**config.mk**
```make
export PLATFORM = sky130hd
export DESIGN_NAME = iv_chain_unit
export DESIGN_NICKNAME = d
export VERILOG_FILES = /design/src/rtl/iv_chain_pkg.sv /design/src/rtl/iv_next_calc.sv /design/src/rtl/iv_host_hold.sv /design/src/rtl/iv_chain_unit.sv
export SDC_FILE = /design/constraint.sdc
export NUM_CORES = 1
export LEC_CHECK = 0
export ABC_AREA = 0
export CORE_UTILIZATION = 30
export DETAILED_ROUTE_END_ITERATION = 8
export GPL_TIMING_DRIVEN = 0
export SLEW_MARGIN = 20
export SYNTH_ARGS = -nofsm -noshare
export SYNTH_HDL_FRONTEND = slang
export SYNTH_SLANG_ARGS = --single-unit
```
**constraint.sdc**
```tcl
create_clock -name clk -period 3.42 [get_ports clk]
set_input_delay 0.342 -clock clk [delete_from_list [all_inputs] [get_ports clk]]
set_output_delay 0.342 -clock clk [all_outputs]
set_load 0.005 [all_outputs]
```
**src/rtl/iv_chain_pkg.sv**
```systemverilog
`timescale 1ns/1ps
package iv_chain_pkg;

  typedef enum logic [2:0] {
    MODE_ECB = 3'd0,
    MODE_CBC = 3'd1,
    MODE_CFB = 3'd2,
    MODE_CTR = 3'd3,
    MODE_F8  = 3'd4
  } chain_mode_e;

  typedef enum logic [2:0] {
    CSZ_32  = 3'd0,
    CSZ_64  = 3'd1,
    CSZ_96  = 3'd2,
    CSZ_128 = 3'd3,
    CSZ_16  = 3'd4
  } ctr_size_e;

  // Width in bits of the counter field for a size code; unused codes act as 32.
  function automatic int unsigned ctr_field_bits(input logic [2:0] code);
    case (code)
      CSZ_64:  return 64;
      CSZ_96:  return 96;
      CSZ_128: return 128;
      CSZ_16:  return 16;
      default: return 32;
    endcase
  endfunction

endpackage

```
**src/rtl/iv_next_calc.sv**
```systemverilog
`timescale 1ns/1ps
module iv_next_calc
  import iv_chain_pkg::*;
#(
  parameter int unsigned IV_W = 128
) (
  input  logic [IV_W-1:0] iv_i,
  input  logic [2:0]      mode_i,
  input  logic            encrypt_i,
  input  logic [2:0]      ctr_size_i,
  input  logic [IV_W-1:0] blk_in_i,
  input  logic [IV_W-1:0] blk_res_i,
  output logic [IV_W-1:0] next_o
);

  // Mask of the low-order counter field, clamped to the vector width.
  function automatic logic [IV_W-1:0] field_mask(input logic [2:0] code);
    int unsigned nb;
    nb = ctr_field_bits(code);
    if (nb > IV_W) nb = IV_W;
    return {IV_W{1'b1}} >> (IV_W - nb);
  endfunction

  // Big-endian +1 whose carry stops at the top of the field.
  function automatic logic [IV_W-1:0] field_incr(input logic [IV_W-1:0] v,
                                                 input logic [IV_W-1:0] m);
    return (v & ~m) | ((v + IV_W'(1)) & m);
  endfunction

  logic [IV_W-1:0] ctr_mask;
  logic [IV_W-1:0] ctr_next;
  logic [IV_W-1:0] cipher_text;

  assign ctr_mask    = field_mask(ctr_size_i);
  assign ctr_next    = field_incr(iv_i, ctr_mask);
  assign cipher_text = encrypt_i ? blk_res_i : blk_in_i;

  always_comb begin
    case (chain_mode_e'(mode_i))
      MODE_ECB:         next_o = blk_res_i;
      MODE_CBC,
      MODE_CFB:         next_o = cipher_text;
      MODE_CTR,
      MODE_F8:          next_o = ctr_next;
      default:          next_o = iv_i;
    endcase
  end

endmodule

```
**src/rtl/iv_host_hold.sv**
```systemverilog
`timescale 1ns/1ps
module iv_host_hold #(
  parameter int unsigned IV_W = 128
) (
  input  logic            clk,
  input  logic            rst_n,
  input  logic            zeroize_i,
  input  logic            blk_start_i,
  input  logic            blk_done_i,
  input  logic            host_wr_i,
  input  logic [IV_W-1:0] host_wdata_i,
  output logic            busy_o,
  output logic            hold_vld_o,
  output logic [IV_W-1:0] hold_data_o
);

  logic            busy_q;
  logic            hold_q;
  logic [IV_W-1:0] hold_data_q;

  always_ff @(posedge clk or negedge rst_n) begin
    if (!rst_n) begin
      busy_q      <= 1'b0;
      hold_q      <= 1'b0;
      hold_data_q <= '0;
    end else begin
      busy_q <= blk_start_i | (busy_q & ~blk_done_i);
      if (zeroize_i || blk_done_i) begin
        hold_q      <= 1'b0;
        hold_data_q <= '0;
      end else if (host_wr_i && busy_q) begin
        hold_q      <= 1'b1;
        hold_data_q <= host_wdata_i;
      end
    end
  end

  assign busy_o      = busy_q;
  assign hold_vld_o  = hold_q;
  assign hold_data_o = hold_data_q;

endmodule

```
**src/rtl/iv_chain_unit.sv**
```systemverilog
`timescale 1ns/1ps
module iv_chain_unit #(
  parameter int unsigned IV_W = 128
) (
  input  logic            clk,
  input  logic            rst_n,
  input  logic            zeroize_i,
  input  logic [2:0]      mode_i,
  input  logic            encrypt_i,
  input  logic [2:0]      ctr_size_i,
  input  logic            blk_start_i,
  input  logic            blk_done_i,
  input  logic [IV_W-1:0] blk_in_i,
  input  logic [IV_W-1:0] blk_res_i,
  input  logic            host_wr_i,
  input  logic [IV_W-1:0] host_wdata_i,
  output logic [IV_W-1:0] iv_o
);

  logic [IV_W-1:0] iv_q;
  logic [IV_W-1:0] chain_next;
  logic            busy;
  logic            hold_vld;
  logic [IV_W-1:0] hold_data;

  // Named events for the checker.
  logic host_now;    // host write lands this edge
  logic hold_land;   // held write lands this edge
  logic chain_land;  // chaining value lands this edge

  iv_next_calc #(.IV_W(IV_W)) calc_i (
    .iv_i       (iv_q),
    .mode_i     (mode_i),
    .encrypt_i  (encrypt_i),
    .ctr_size_i (ctr_size_i),
    .blk_in_i   (blk_in_i),
    .blk_res_i  (blk_res_i),
    .next_o     (chain_next)
  );

  iv_host_hold #(.IV_W(IV_W)) hold_i (
    .clk          (clk),
    .rst_n        (rst_n),
    .zeroize_i    (zeroize_i),
    .blk_start_i  (blk_start_i),
    .blk_done_i   (blk_done_i),
    .host_wr_i    (host_wr_i),
    .host_wdata_i (host_wdata_i),
    .busy_o       (busy),
    .hold_vld_o   (hold_vld),
    .hold_data_o  (hold_data)
  );

  assign host_now   = ~zeroize_i & host_wr_i & (~busy | blk_done_i);
  assign hold_land  = ~zeroize_i & ~host_now & blk_done_i & hold_vld;
  assign chain_land = ~zeroize_i & ~host_now & blk_done_i & ~hold_vld;

  always_ff @(posedge clk or negedge rst_n) begin
    if (!rst_n)          iv_q <= '0;
    else if (zeroize_i)  iv_q <= '0;
    else if (host_now)   iv_q <= host_wdata_i;
    else if (hold_land)  iv_q <= hold_data;
    else if (chain_land) iv_q <= chain_next;
  end

  assign iv_o = iv_q;

endmodule

```
Word-level counts from Yosys, hierarchy flattened --
Index checks and enable logic that the tools add are counted.
Word-level totals: flip-flop bits (word level) 258, bits of input ports 397, output and inout port bits 128, logic and storage cells 55
Cells by class: $add $sub $neg 2, $lt $le $gt $ge 1, equal/unequal tests 8, shift operators 1, multiplexer cells 12, bitwise logic cells 18, reduce and logical (&&, ||, !) cells 9
Operator list (number):
- $mux 128 | 7
- $pmux 128 s3 | 1
- $and 128x128->128 | 2
- $add 128x1->128 const B | 1
- $not 128->128 | 1
- $or 128x128->128 | 1
- $shr 128x32->128 const A | 1
- $pmux 8 s4 | 1
- $eq 3x2->1 const B | 4
- $sub 8x8->9 const A | 1
- $gt 8x8->1 const B | 1
- $mux 8 | 1
- $and 1x1->1 | 7
- $eq 3x1->1 const B | 2
- $eq 3x3->1 const B | 2
- $reduce_bool 6->1 | 1
- $not 1->1 | 5
- $reduce_bool 4->1 | 1
- $reduce_or 2->1 | 2
- $logic_not 3->1 | 1
- $mux 1 | 2
- $or 1x1->1 | 2
- $reduce_and 2->1 | 1
- $reduce_bool 2->1 | 1
- 2 further kinds | 2

Longest topological paths before layout --
word-level depth 14, depth in mapped cells 13, mapped depth without buffers 11

Cells and area by module --
From an unflattened synthesis, not the netlist that was laid out.
Unflattened totals: cells, all modules 2903, area total of the unflattened synthesis 24030.5 µm²
By module, submodules not included:
- iv_chain_unit | instances 1, cells an instance 930, area an instance 9123.8 µm², seq. area each 3203.1 µm²
- iv_next_calc | instances 1, cells an instance 1382, area an instance 8115.3 µm², seq. area each 0.0 µm²
- iv_host_hold | instances 1, cells an instance 591, area an instance 6791.5 µm², seq. area each 3253.1 µm²

Worst setup path after synthesis --
OpenSTA, ideal clock, no wires.
kind input port to flip-flop, from input port ctr_size_i[2], to register iv_q[100] (netlist: iv_o[100]), library setup time 122 ps, arrival 3476 ps, data required time 3298 ps, setup slack -178 ps, stages on the path 12, buffers on the path 2, cell sequence clkbuf_1 -> nor3b_1 -> inv_1 -> o21ai_0 -> ha_1 -> clkbuf_1 -> o21ai_0 -> a211oi_1 -> nand2_1 -> or3_1 -> a21o_1 -> a32o_1
On the way: cells in the longest elaborated chain, start to end 14, elaborated cells between the ends (all ways) 18, those cells by class add/sub (1); order compare (1); eq/ne (4); shift (1); mux (7); bitwise (4)
RTL lines:
- start, declared | line iv_chain_unit.sv:10 | input logic [2:0] ctr_size_i,
- $eq 3x3->1 (tied with other cells) | line iv_chain_pkg.sv:22 | case (code)
- $pmux 8 s4 * | line iv_chain_pkg.sv:22
- $gt 8x8->1 | line iv_next_calc.sv:20 | if (nb > IV_W) nb = IV_W;
- $mux 8 * | line iv_next_calc.sv:20
- $sub 8x8->9 * | line iv_next_calc.sv:21 | return {IV_W{1'b1}} >> (IV_W - nb);
- $shr 128x32->128 * | line iv_next_calc.sv:21
- $not 128->128 | line iv_next_calc.sv:27 | return (v & ~m) | ((v + IV_W'(1)) & m);
- $and 128x128->128 | line iv_next_calc.sv:27
- $or 128x128->128 * | line iv_next_calc.sv:27
- $pmux 128 s3 * | line iv_next_calc.sv:39 | case (chain_mode_e'(mode_i))
- $mux 128 * | line iv_chain_unit.sv:63 | else if (chain_land) iv_q <= chain_next;
- $mux 128 * | line iv_chain_unit.sv:62 | else if (hold_land) iv_q <= hold_data;
- $mux 128 * | line iv_chain_unit.sv:61 | else if (host_now) iv_q <= host_wdata_i;
- $mux 128 * | line iv_chain_unit.sv:60 | else if (zeroize_i) iv_q <= '0;
- end signal, assigned | line iv_chain_unit.sv:61
- end signal, assigned | line iv_chain_unit.sv:62
- end signal, assigned | line iv_chain_unit.sv:63
- end, declared | line iv_chain_unit.sv:20 | logic [IV_W-1:0] iv_q;
Mark *: on every way between the ends. The rest lies on a longest branch, timed or not. The select of a mux whose other input is x is not followed. A chain may end at the register's enable or synchronous reset.

Worst setup path in the final report --
from input port mode_i[0], to register iv_q[10] (netlist: iv_o[10])
On the way: cells in the longest elaborated chain, start to end 7, elaborated cells between the ends (all ways) 14, those cells by class eq/ne (4); mux (5); reduce/logical (5)
RTL lines:
- start, declared | line iv_chain_unit.sv:8 | input logic [2:0] mode_i,
- $eq 3x2->1 (tied with other cells) | line iv_next_calc.sv:39
- $reduce_or 2->1 | line iv_next_calc.sv:39
- $pmux 128 s3 | line iv_next_calc.sv:39
- $mux 128 | line iv_chain_unit.sv:63
- $mux 128 | line iv_chain_unit.sv:62
- $mux 128 | line iv_chain_unit.sv:61
- $mux 128 | line iv_chain_unit.sv:60
Several ways; a longest one is shown, not always the timed one. The select of a mux whose other input is x is not followed.

==> results.txt <==
- Complex-gate fraction of the synthesized area: 35.3%
- Maximum level of the CTS H-tree: 2
- Total of warnings raised by yosys: 0
* Post-synthesis xor/xnor area fraction: 3.23%
- Async SR Flop Fraction: 100%
- Least-Margin Pin Slew: 1.18 ns
* DIE AREA: 56200 µm²
- Top library cells by usage in the layout, fill and taps aside: clkdlybuf4s50_1 (518), dfrtp_1 (246), clkbuf_1 (138), o21ai_0 (136), a22o_1 (131)
- Type of the setup path with the least slack: in2reg
- Power per standard cell area: 412 nW/µm²
* Final estimated routing congestion in global placement: 0.951
* Power Total: 10100 µW
- TritonCTS built the clock tree.
- Count of vias placed by the detailed router: 20600
- Total overflow reported by the global router: 0
- met2 is the most crowded layer.
* Leakage: 0.00936 µW
- The number of different library cells used by synthesis comes to 63.
* Width of the chip: 237 µm
- After clock tree synthesis, the clock-pin slew on the worst setup and hold paths is 0.06 ns.
- Of the total synthesized cell area, the portion taken by full adders, half adders and majority gates is 0.332%.
- Synthesis produced a netlist with a net count of 2275.
* Reg2Reg Depth: 10
* Result of the run: complete, no violations
- Global routing consumed, on the met3 layer, 8.57% of the routing resources.
- Crit path launch type: input pin
- Netlist area before placement: 16600 µm²
- Aggregate global-route resource usage: 35.7%
- Subtracting the final worst setup slack from the clock period gives 3.41 ns.
* Largest clock skew in the final design: 0.0275 ns
* Inserted Clock Buffers: 34
- Maximum frequency from static timing analysis: 0.293 GHz
- At the later pin of the worst-skew pair, clock insertion delay measures 0.56 ns.
- Dominant combinational cell family by area after synthesis: compound AO/OA/AOI/OAI gates
- Counting instances, the worst hold path has a depth of 3.
- Arr. time, crit path: 3.85 ns
* Die H: 237 µm
* Library cell used as clock root buffer: clkbuf_16
* DRT iter0 DRCs: 2499
- Fin cells: 3194
- Wire length of the first global-routing pass: 145000 µm
- In this run the tightest slew margin relative to its limit is 21.6%.
- Via count of the first global-routing pass: 20000
* Number of antenna violations at the first check in global routing: 24
- In the finished design, the share of the clock period the worst path needs comes to 99.6%.
- Share of the yosys chip area belonging to registers: 39.0%
- Max-cap violations in this run came to 0.
- Buffers placed on the I/O ports in this run total 519.
- Ratio of routed vias to standard cells: 6.44
* Largest fanout of any net on the critical path: 10
* Clock net sink count: 258
- Buffers from clock root to sink, at most: 3
- Global routing consumed, on the met2 layer, 56.1% of the routing resources.
- Entering global routing, the biggest net connects 74 pins.
* Kind of path behind the tightest hold check: in2reg
* Total number of placement rows: 85
- Relative to the synthesized area, the layout overhead comes to 48.2%.
- Detailed Place HPWL: 77900 µm
- The net count of the finished layout is 2857.
* Number of fill cells in the layout: 5360
- Post-route DRC violation count: 0
- Synthesis inferred 258 register bits.
- Effective utilization at floorplan: 30.6%
- Core area: 54100 µm²
- Predominant post-synthesis flop cell: dfrtp_1
* Post-synthesis instance total: 1876
- Met1 demand-to-capacity share in global routing: 45.8%
* Number of enable-type register cells in the synthesized netlist: 0
* Count of nets left with antenna violations after detail routing: 0
- Crit path required time: 3.86 ns
- Before antenna repair, the detailed router went through 8 iterations.
* Worst setup slack after placement: -1.78 ns
- In this run the mean area of a mapped cell was 8.83 µm².
- The number of pins with negative max-slew slack in the final report came to 0.
- Hold Violations, Final: 0
- Number of ports placed on the die boundary: 525
* Wire length after detailed routing: 103000 µm
- Cells with a size suffix above 1 make up 7.85% of the layout.
- Crit path setup slack, layout: 0.0123 ns
* Average routed wire per standard cell: 32.4 µm
- Final core area utilization: 45.3%
- The synthesized netlist devotes 17.0% of its cell area to simple gates.
- Number of cells in the design after placement: 3096
* Multiplexer area fraction after synthesis: 0.317%
* Final setup violation count: 0
* Sort of element at the end of the critical path: flip-flop
- Most common cell after layout, fill and taps aside: clkdlybuf4s50_1
* IR drop worst, VDD: 0.307 mV
## area by class of cell
class	instances	area, µm²	share of cell area [%]
multi-input combinational	1403	9610	39.2
clock inverter	16	213	0.867
sequential	258	6470	26.4
antenna	15	37.5	0.153
buffer	181	764	3.11
clock buffer	45	953	3.88
inverter	31	120	0.489
timing repair buffer	549	5500	22.4
tap	696	871	3.55
## state kept, by name, summed over array words and instances, names as in the netlist
signal,count
iv_o,128
hold_i.hold_vld_o,1
hold_i.hold_data_o,128
hold_i.busy_o,1
## synth_stat cells, drive strengths merged, types with 5 or more instances
cell type / count / share of area [%]
a211oi: 28 / 1.3
a21o: 13 / 0.59
a21oi: 91 / 2.7
a221o: 62 / 3.7
a221oi: 33 / 1.7
a222oi: 9 / 0.54
a22o: 131 / 6.9
a22oi: 8 / 0.36
a31oi: 60 / 2.3
a32o: 6 / 0.36
a32oi: 13 / 0.69
a41oi: 5 / 0.26
and2: 8 / 0.30
and3: 24 / 0.91
and4: 8 / 0.42
buf: 20 / 0.48
clkbuf: 164 / 3.7
dfrtp: 258 / 39
inv: 31 / 0.70
nand2: 129 / 2.9
nand2b: 7 / 0.26
nand3: 56 / 1.7
nand4: 55 / 2.1
nor2: 100 / 2.3
nor3: 41 / 1.2
nor3b: 7 / 0.32
nor4: 76 / 2.9
o211ai: 13 / 0.59
o21a: 11 / 0.50
o21ai: 139 / 4.2
o221a: 9 / 0.61
o221ai: 96 / 5.1
o31a: 22 / 1.2
o31ai: 13 / 0.59
or3: 16 / 0.60
or4: 13 / 0.59
xnor2: 20 / 1.1
xor2: 41 / 2.2
## cell families (layout without fill, tap and decap cells)
group                    count (synthesis)  after routing
flip-flops                             258            258
adder cells (fa/ha/maj)                  5              5
buffers and inverters                  215            822
XOR/XNOR                                61             61
other                                    0             15
multiplexers                             5              5
AO/OA/AOI/OAI                          781            781
AND/OR/NAND/NOR                        551            551
## report_power, final
group / switching (µW) / internal, µW
registers: 355 / 3260
clock network: 1540 / 2340
logic: 1390 / 1210
## critical path, cell delays in order
cell and delay [ns]:
clkdlybuf4s50_1 0.47, clkbuf_1 0.36, nor2_2 0.20, o31a_1 0.34, nor2_1 0.18, clkbuf_1 0.77, clkbuf_1 0.79, nor2_1 0.12
a22o_1 0.26
## per-layer routing
layer,share of wire (%),vias to the layer above,wire length (µm)
li1,-,8732,-
met1,40,10300,41500
met2,46,1224,47100
met3,9.5,255,9780
met4,4.7,16,4900
met5,0.091,-,94
## repair_timing
item	CTS	global route
hold endpoints to repair	62	0
gates cloned	0	0
endpoints found under the setup margin	121	93
resized for setup	70	53
buffers inserted	21	3
pin swaps	6	3
hold buffers	1	0
## stage by stage
stage | hold slack [ns] | setup TNS (ns) | area (µm²)
2_1_floorplan | 0.0464 | 0 | 16600
3_3_place_gp | 0.482 | -2689.58 | 22600
3_5_place_dp | 0.330 | -150.57 | 22800
4_1_cts | 0.188 | 0 | 24300
5_1_grt | 0.240 | -0.0166 | 24500
6_report | 0.207 | 0 | 24500
## path summary, 6_finish.rpt
path	endpoint	slack, ns	from
worst max-delay path	iv_o[10]	0.01	mode_i[0]
worst min-delay path	hold_i.hold_vld_o	0.21	host_wr_i
worst max register to register	iv_o[57]	0.05	iv_o[24]
worst min register to register	hold_i.hold_data_o[48]	0.50	hold_i.hold_data_o[48]
max in group asynchronous	hold_i.hold_data_o[62]	1.89	rst_n
min in group asynchronous	iv_o[5]	0.32	rst_n
Note: power is estimated with default switching activity, not from simulation.
